File: config.mk
export PLATFORM = sky130hd
export DESIGN_NAME = adcrd_ctrl
export DESIGN_NICKNAME = d
export VERILOG_FILES = /design/src/rtl/adcrd_pkg.sv /design/src/rtl/adcrd_quiet.sv /design/src/rtl/adcrd_seq.sv /design/src/rtl/adcrd_join.sv /design/src/rtl/adcrd_ctrl.sv
export SDC_FILE = /design/constraint.sdc
export NUM_CORES = 1
export LEC_CHECK = 0
export CAP_MARGIN = 5
export CORE_MARGIN = 2
export CORE_UTILIZATION = 50
export DETAILED_ROUTE_END_ITERATION = 8
export HOLD_SLACK_MARGIN = 0.12
export PLACE_DENSITY = 0.79
export SETUP_SLACK_MARGIN = 0.3
export SLEW_MARGIN = 40
export SYNTH_ARGS = -nofsm -noshare
export SYNTH_HDL_FRONTEND = slang
export SYNTH_HIERARCHICAL = 1
export SYNTH_SLANG_ARGS = --single-unit
File: constraint.sdc
create_clock -name clk -period 2.4 [get_ports clk]
set_input_delay 0.48 -clock clk [delete_from_list [all_inputs] [get_ports clk]]
set_output_delay 0.48 -clock clk [all_outputs]
set_load 0.02 [all_outputs]
File: src/rtl/adcrd_pkg.sv
package adcrd_pkg;
  typedef enum logic [2:0] {
    ST_IDLE  = 3'd0,
    ST_HIACC = 3'd1,
    ST_GAP   = 3'd2,
    ST_LOACC = 3'd3,
    ST_TURN  = 3'd4
  } rd_state_t;
endpackage

File: src/rtl/adcrd_quiet.sv
module adcrd_quiet #(
  parameter int QUIET_PRE  = 2,
  parameter int QUIET_POST = 4
) (
  input  logic clk,
  input  logic rst_n,
  input  logic warn,
  output logic blocked
);
  localparam int QW = QUIET_PRE + QUIET_POST;
  localparam int CW = (QW > 1) ? $clog2(QW + 1) : 1;

  logic [CW-1:0] cnt_q, cnt_d;
  logic          cnt_en;

  always_comb begin
    cnt_en = warn || (cnt_q != '0);
    if (warn) cnt_d = CW'(QW);
    else      cnt_d = cnt_q - 1'b1;
  end

  always_ff @(posedge clk or negedge rst_n) begin
    if (!rst_n)      cnt_q <= '0;
    else if (cnt_en) cnt_q <= cnt_d;
  end

  assign blocked = warn || (cnt_q != '0);
endmodule

File: src/rtl/adcrd_seq.sv
module adcrd_seq
  import adcrd_pkg::*;
#(
  parameter int ACC_DLY = 3
) (
  input  logic clk,
  input  logic rst_n,
  input  logic req,
  input  logic byte_mode,
  input  logic split_strobe,
  input  logic blocked,
  output logic cs_n,
  output logic rd_n,
  output logic byte_sel,
  output logic cap_hi,
  output logic cap_lo,
  output logic mode_byte,
  output logic busy
);
  localparam int CW = (ACC_DLY > 1) ? $clog2(ACC_DLY) : 1;
  localparam logic [CW-1:0] LAST = CW'(ACC_DLY - 1);

  rd_state_t     st_q, st_d;
  logic [CW-1:0] cnt_q, cnt_d;
  logic          busy_q, busy_d;
  logic          mb_q, ss_q;
  logic          accept, done;

  assign accept = req && !busy_q;
  assign done   = (cap_hi && !mb_q) || cap_lo;

  always_comb begin
    st_d   = st_q;
    cnt_d  = cnt_q;
    cap_hi = 1'b0;
    cap_lo = 1'b0;
    case (st_q)
      ST_IDLE: begin
        if (busy_q && !blocked) begin
          st_d  = ST_HIACC;
          cnt_d = '0;
        end
      end
      ST_HIACC: begin
        if (cnt_q == LAST) begin
          cap_hi = 1'b1;
          cnt_d  = '0;
          if (!mb_q)     st_d = ST_TURN;
          else if (ss_q) st_d = ST_GAP;
          else           st_d = ST_LOACC;
        end else begin
          cnt_d = cnt_q + 1'b1;
        end
      end
      ST_GAP: begin
        st_d  = ST_LOACC;
        cnt_d = '0;
      end
      ST_LOACC: begin
        if (cnt_q == LAST) begin
          cap_lo = 1'b1;
          st_d   = ST_TURN;
        end else begin
          cnt_d = cnt_q + 1'b1;
        end
      end
      ST_TURN: st_d = ST_IDLE;
      default: st_d = ST_IDLE;
    endcase
  end

  always_comb begin
    busy_d = busy_q;
    if (accept)    busy_d = 1'b1;
    else if (done) busy_d = 1'b0;
  end

  always_ff @(posedge clk or negedge rst_n) begin
    if (!rst_n) begin
      st_q   <= ST_IDLE;
      cnt_q  <= '0;
      busy_q <= 1'b0;
    end else begin
      st_q   <= st_d;
      cnt_q  <= cnt_d;
      busy_q <= busy_d;
    end
  end

  always_ff @(posedge clk or negedge rst_n) begin
    if (!rst_n) begin
      mb_q <= 1'b0;
      ss_q <= 1'b0;
    end else if (accept) begin
      mb_q <= byte_mode;
      ss_q <= split_strobe;
    end
  end

  assign cs_n      = (st_q == ST_IDLE) || (st_q == ST_TURN);
  assign rd_n      = !((st_q == ST_HIACC) || (st_q == ST_LOACC));
  assign byte_sel  = (st_q == ST_GAP) || (st_q == ST_LOACC);
  assign mode_byte = mb_q;
  assign busy      = busy_q;

  assert_quiet_hold_R6: assert property (@(posedge clk) disable iff (!rst_n)
    (blocked && cs_n) |=> cs_n);
  assert_turn_gap_R9: assert property (@(posedge clk) disable iff (!rst_n)
    $rose(cs_n) |=> cs_n);
  assert_byte_exit_R3: assert property (@(posedge clk) disable iff (!rst_n)
    $fell(byte_sel) |-> cs_n);
  assert_accept_busy_R7: assert property (@(posedge clk) disable iff (!rst_n)
    (req && !busy) |=> busy);
endmodule

File: src/rtl/adcrd_join.sv
module adcrd_join #(
  parameter int RES_W    = 12,
  parameter int NARROW_W = 8
) (
  input  logic             clk,
  input  logic             rst_n,
  input  logic [RES_W-1:0] db,
  input  logic             cap_hi,
  input  logic             cap_lo,
  input  logic             mode_byte,
  output logic             valid,
  output logic [RES_W-1:0] data,
  output logic             err
);
  localparam int LOW_W = RES_W - NARROW_W;
  localparam int PAD_W = NARROW_W - LOW_W;

  logic [NARROW_W-1:0] first_q;
  logic [RES_W-1:0]    res_q, res_d;
  logic                err_q, err_d, valid_q, res_en;

  always_comb begin
    res_en = (cap_hi && !mode_byte) || cap_lo;
    if (cap_lo) begin
      res_d = {first_q, db[RES_W-1 -: LOW_W]};
      err_d = |db[RES_W-LOW_W-1 -: PAD_W];
    end else begin
      res_d = db;
      err_d = 1'b0;
    end
  end

  always_ff @(posedge clk or negedge rst_n) begin
    if (!rst_n)      first_q <= '0;
    else if (cap_hi) first_q <= db[RES_W-1 -: NARROW_W];
  end

  always_ff @(posedge clk or negedge rst_n) begin
    if (!rst_n) begin
      res_q <= '0;
      err_q <= 1'b0;
    end else if (res_en) begin
      res_q <= res_d;
      err_q <= err_d;
    end
  end

  always_ff @(posedge clk or negedge rst_n) begin
    if (!rst_n) valid_q <= 1'b0;
    else        valid_q <= res_en;
  end

  assign valid = valid_q;
  assign data  = res_q;
  assign err   = err_q;

  assert_valid_pulse_R7: assert property (@(posedge clk) disable iff (!rst_n)
    valid |=> !valid);
  assert_err_word_R8: assert property (@(posedge clk) disable iff (!rst_n)
    (valid && !mode_byte) |-> !err);
endmodule

File: src/rtl/adcrd_ctrl.sv
module adcrd_ctrl #(
  parameter int RES_W      = 12,
  parameter int NARROW_W   = 8,
  parameter int ACC_DLY    = 3,
  parameter int QUIET_PRE  = 2,
  parameter int QUIET_POST = 4
) (
  input  logic             clk,
  input  logic             rst_n,
  input  logic             rd_req,
  input  logic             byte_mode,
  input  logic             split_strobe,
  input  logic             conv_warn,
  input  logic [RES_W-1:0] adc_db,
  output logic             adc_cs_n,
  output logic             adc_rd_n,
  output logic             adc_byte,
  output logic             busy,
  output logic             res_valid,
  output logic [RES_W-1:0] res_data,
  output logic             res_err
);
  logic blocked, cap_hi, cap_lo, mode_byte;

  adcrd_quiet #(.QUIET_PRE(QUIET_PRE), .QUIET_POST(QUIET_POST)) u_quiet (
    .clk(clk), .rst_n(rst_n), .warn(conv_warn), .blocked(blocked)
  );

  adcrd_seq #(.ACC_DLY(ACC_DLY)) u_seq (
    .clk(clk), .rst_n(rst_n), .req(rd_req), .byte_mode(byte_mode),
    .split_strobe(split_strobe), .blocked(blocked),
    .cs_n(adc_cs_n), .rd_n(adc_rd_n), .byte_sel(adc_byte),
    .cap_hi(cap_hi), .cap_lo(cap_lo), .mode_byte(mode_byte), .busy(busy)
  );

  adcrd_join #(.RES_W(RES_W), .NARROW_W(NARROW_W)) u_join (
    .clk(clk), .rst_n(rst_n), .db(adc_db), .cap_hi(cap_hi), .cap_lo(cap_lo),
    .mode_byte(mode_byte), .valid(res_valid), .data(res_data), .err(res_err)
  );

  assert_valid_idle_R7: assert property (@(posedge clk) disable iff (!rst_n)
    res_valid |-> !busy);
  assert_busy_end_R7: assert property (@(posedge clk) disable iff (!rst_n)
    $fell(busy) |-> res_valid);
endmodule

======== After elaboration in Yosys (flattened, before gate mapping) ========
Index checks and enable logic that the tools add are counted.
operators by class
  equality and inequality tests ........... 9
  reductions and logical operators ........ 19
  div/mod/pow operators ................... 0
  shifts and indexed selects .............. 0
  multipliers ............................. 0
  add/sub/neg operators ................... 2
  bitwise gates (word level) .............. 0
  muxes and demuxes ....................... 18
  $lt $le $gt $ge ......................... 0
operator list
  operator                                              count
  two-way mux 3 bit                                     5
  two-way mux 12 bit                                    1
  case mux 3 bit (4 select lines)                       1
  case mux 2 bit (4 select lines)                       1
  two-way mux 1 bit                                     7
  equality test 3 x 2 -> 1 bit (second input constant)  2
  two-way mux 2 bit                                     3
  != test 2 x 1 -> 1 bit (second input constant)        3
  AND reduction 3 bit                                   2
  logical OR 1 bit                                      5
  zero test 1 bit                                       4
  nonzero test 4 bit                                    1
  OR reduction 4 bit                                    1
  equality test 3 x 1 -> 1 bit (second input constant)  1
  equality test 3 bit (second input constant)           1
  logical AND 1 bit                                     3
  zero test 3 bit                                       1
  nonzero test 3 bit                                    1
  subtractor 3 x 1 -> 3 bit (second input constant)     1
  adder 2 x 1 -> 2 bit (second input constant)          1
  equality test 2 bit (second input constant)           1
  != test 2 bit (second input constant)                 1
  nonzero test 2 bit                                    1
word-level totals
  bits in writable memories ............... 0
  latch bits .............................. 0
  output and inout bits ................... 18
  ROM bits ................................ 0
  input bits .............................. 18
  flip-flop bits (word level) ............. 33
  word-level logic and storage cells ...... 58
  memories kept ........................... 0

======== Depth between registers and ports, before layout ========
  depth in word-level cells ............... 7
  depth in mapped cells ................... 9
  mapped depth without buffers ............ 7

======== Cells and area by module ========
Netlist, hierarchy kept.
modules (own cells, without submodules)
  module       times used  area each (µm²)  cells each  seq. area each (µm²)
  adcrd_join   1           1001.0           77          550.5
  adcrd_seq    1           466.7            47          200.2
  adcrd_quiet  1           191.4            18          75.1

======== Worst setup path before layout ========
OpenSTA, ideal clock, no wires.
  path kind ............................... register to register
  start point ............................. reg u_seq.cnt_q[0]
  end point ............................... reg u_join.res_q[2], in the netlist u_join/data[2]
  setup time .............................. 132 ps
  arrival time ............................ 1711 ps
  period minus slack after synthesis ...... 1842 ps
  path buffers ............................ 2
  path slack .............................. 558 ps
  required time ........................... 2268 ps
  stages on the path, launching flop included .. 10
  cells stage by stage .................... dfrtp_1 > inv_1 > ha_1 > nand2_1 > nor3_1 > buf_6 > nor2b_4 > buf_6 > mux2i_1 > o21ai_1
between the ends
  word-level cells in the longest chain between the ends .. 5
  elaborated cells between the ends (all ways) .. 7
  classes of those cells .................. eq/ne (1); mux (4); reduce/logical (2)
RTL lines
  item                      RTL line          text
  start: declaration        adcrd_seq.sv:24   logic [CW-1:0] cnt_q, cnt_d;
  start signal: assignment  adcrd_seq.sv:85   cnt_q <= cnt_d;
  equality test 2 bit       adcrd_seq.sv:45   if (cnt_q == LAST) begin
  two-way mux 1 bit         adcrd_seq.sv:45
  two-way mux 1 bit         adcrd_seq.sv:37   case (st_q)
  named net cap_hi          adcrd_ctrl.sv:23  logic blocked, cap_hi, cap_lo, mode_byte;
  logical AND 1 bit         adcrd_join.sv:23  res_en = (cap_hi && !mode_byte) || cap_lo;
  logical OR 1 bit          adcrd_join.sv:23
  end signal: assignment    adcrd_join.sv:43  res_q <= res_d;
  end: declaration          adcrd_join.sv:19  logic [RES_W-1:0] res_q, res_d;
The timed path passes the listed nets, and every way through them passes these cells.
A chain may end at the register's enable or synchronous reset.

======== Worst setup path in the final report ========
  start point ............................. reg u_seq.cnt_q[0]
  end point ............................... reg u_join.res_q[1], in the netlist u_join/data[1]
Same word-level chain as after synthesis.

==> results_dict.tcl <==
set metrics [dict create \
    cts_buffers 5 \
    synth_edf_count 0 \
    slew-limit-headroom 0.7318 \
    synth-main-ff-cell "dfrtp_1" \
    status "complete, no violations" \
    grt_setup_unrepaired "false" \
    insertion_delay_ns 0.34 \
    async_flop_share 1.000 \
    fin_crit_sh 0.8039 \
    maxSlewViolCount 0 \
    synth_fp_nets 165 \
    fp.dieW_microns 61.61 \
    sw_frac_of_total 0.3770 \
    power.switching_mw 0.8874 \
    yosysWarnings 6 \
    antenna_found_initial 0 \
    holdCritStartpoint "u_join/first_q[7]" \
    setup_viol 0 \
    fin_skew_ns 0.008836 \
    cts_tree "done" \
    seq_area_frac_synth 0.4977 \
    critPathLaunchType "register" \
    drt_pass1_iterations 5 \
    die_h_microns 61.61 \
    fmax_ghz 0.5183 \
    worstPathMaxFanout 7 \
    synth.distinct_cells 34 \
    die_area_sq_um 3795 \
    critPathArrivalTime_ns 2.15 \
    syn_to_final_growth_pct 26.47 \
    clkSinkCount 33 \
    top_usage_layer "met2" \
    seq_area_sq_um 827.0 \
    core_area_sq_um 3103 \
    path_clk_slew_ns 0.10 \
    holdBufCountCts 0 \
    multiInputGateArea_sq_um 745.7 \
    globalplace.congestion 0.7314 \
    place_hpwl_microns 2417 \
    dp_slack_ns 0.3880 \
    cellLeakagePower_nw 0.8507 \
    placedCellCount 218 \
    syn-mean-instance-area_sq_um 11.68 \
    grt_use_total 0.1942 \
    netlist_area_sq_um 1659 \
    r2r_start "u_seq/cnt_q[0]" \
    intPower_mw 1.467 \
    gr-usage-met2 0.3323 \
    ioPinCount 36 \
    maxCapViolations 0 \
    fin_setup_tns_ns 0 \
    overflow 0 \
    peakVddDrop_mv 0.6459 \
    drt_iter0_drc 41 \
    cp.required_ns 2.62 \
    use_met1 0.2265 \
    use_met3 0.06303 \
    root_buffer "clkbuf_4" \
    setup_ws_ns 0.4707 \
    grt_pass1_wl_microns 5361 \
    finalNonFillerCells 227 \
    hold_class "reg2reg" \
    cp-startpoint "u_seq/cnt_q[0]" \
    ant_nets 0 \
    cts_max_level 2 \
    drive_gt1_frac 0.2131 \
    final_nets 205 \
    route.detailed.drc 0 \
    post_drt_wl_per_cell_microns 14.08 \
    placementRows 20 \
    vias 1192 \
    ys_ff_latch 33 \
    critPathKind "reg2reg" \
    powerDensity_nw_per_um2 1122 \
    synth_cells 142 \
    p_clk_frac 0.126 \
    grt_max_degree 34 \
    tightest_slew_ns 0.4024 \
    port_buffers 35 \
    fill_cells 262 \
    initial_core_util 0.5347 \
    end_kind "register" \
    antenna_cells 0 \
    min_period_ns 1.929 \
    grt_pass1_vias 1228 \
    final-hold-violation-count 0 \
    cts_max_path_buffers 2 \
    pwr-share-comb 0.463 \
    routed_via_density 5.251 \
    pwr-share-seq 0.412 \
    wirelength_microns 3196 \
]
-- logic make-up after synthesis --
kind of cell,share of synthesized area
buf+inv,0.05581
simple gates,0.1471
mux,0.1554
compound gates,0.1063
flops,0.4977
fa+ha+maj,0.03771
-- path summary, 6_finish.rpt --
kind                                           to  slack [ns]  cells after the start
worst max-delay path               u_join/data[1]        0.47                      8
max in group asynchronous           u_seq/st_q[2]        1.56                      2
worst min register to register  u_join/first_q[7]        0.52                      1
min in group asynchronous       u_join/first_q[5]        0.53                      2
worst min-delay path            u_join/first_q[7]        0.52                      1
worst max register to register     u_join/data[1]        0.47                      8
-- synth_stat cells (2+ instances only) --
cell / count / area, sq um
buf_6: 4 / 45.04
mux2_2: 10 / 112.6
nor2b_1: 7 / 43.79
ha_1: 5 / 62.56
nor3_1: 11 / 55.05
dfrtp_1: 33 / 825.8
a21oi_2: 9 / 78.83
nor2b_4: 2 / 27.53
nand2_1: 6 / 22.52
a21oi_1: 3 / 15.01
nand2b_1: 2 / 12.51
inv_1: 7 / 26.28
mux2i_1: 13 / 130.1
buf_2: 2 / 10.01
nor2_1: 6 / 22.52
o21ai_0: 4 / 20.02
-- cells in the final DEF (no fill, tap or decap), types with 2 or more instances in the layout --
| master | netlist | layout |
|---|---|---|
| clkbuf_1 | 1 | 3 |
| nand2b_1 | 2 | 2 |
| mux2_2 | 10 | 10 |
| o21ai_0 | 4 | 4 |
| ha_1 | 5 | 4 |
| buf_4 | 1 | 6 |
| nor2_1 | 6 | 6 |
| nor3_1 | 11 | 11 |
| inv_1 | 7 | 7 |
| mux2i_1 | 13 | 13 |
| clkdlybuf4s50_1 | 0 | 32 |
| nand2_1 | 6 | 6 |
| nor2b_1 | 7 | 6 |
| dlygate4sd2_1 | 0 | 2 |
| dfrtp_1 | 33 | 32 |
| a21oi_1 | 3 | 3 |
| a21oi_2 | 9 | 9 |
| clkbuf_4 | 0 | 5 |
| nor2b_4 | 2 | 2 |
-- area by class of cell --
cell class,instances,area share
Timing Repair Buffer,41,0.1884
Tap cell,44,0.02624
Sequential cell,33,0.3942
Multi-Input combinational cell,94,0.3554
Inverter,7,0.01252
Clock buffer,8,0.02326
-- flip-flops by register name (all words and copies together) (netlist names) --
| signal | cells |
|---|---|
| u_seq/cnt_q | 2 |
| u_join/data | 12 |
| u_seq/st_q | 3 |
| u_seq/ss_q | 1 |
| u_seq/busy | 1 |
| u_join/valid | 1 |
| u_seq/mode_byte | 1 |
| u_join/first_q | 8 |
| u_quiet/cnt_q | 3 |
| u_join/err | 1 |
-- routing by layer --
metal,share of wire,wire [microns],up-vias
met3,0.059,187,9
li1,-,-,569
met4,0.018,57,0
met1,0.42,1347,578
met5,0,0,-
met2,0.50,1603,36
-- timing repair --
action	4_1_cts	5_1_grt
setup buffers	0	1
resized for setup	3	3
endpoints found under the setup margin	3	14
-- critical path, stage by stage (launching register included) --
cell and delay [ns]:
dfrtp_1 0.43, inv_1 0.14, ha_2 0.27, nand2_1 0.12, nor3_1 0.21, nor2b_4 0.22, buf_4 0.17, mux2i_1 0.18
o21ai_0 0.08
-- power groups by stage --
stage / sequential, mW / combinational (mW) / clock [mW]
floorplan: 1.06 / 0.599 / 0
global placement: 0.964 / 1.06 / 0
detailed placement: 0.976 / 1.10 / 0
CTS: 0.966 / 1.09 / 0.300
global route: 1.00 / 1.19 / 0.331
finish: 0.969 / 1.09 / 0.296
-- per-stage QoR --
stage / util / power [mW] / area (sq um) / hold slack [ns]
6_report: 0.6762 / 2.354 / 2098 / 0.5171
5_1_grt: 0.6762 / 2.524 / 2098 / 0.5403
4_1_cts: 0.6718 / 2.360 / 2085 / 0.5189
3_5_place_dp: 0.6560 / 2.072 / 2036 / 0.4970
3_3_place_gp: 0.6560 / 2.022 / 2036 / 0.4884
2_1_floorplan: - / 1.657 / 1659 / 0.1844
Power figures use the tool's default switching activity.
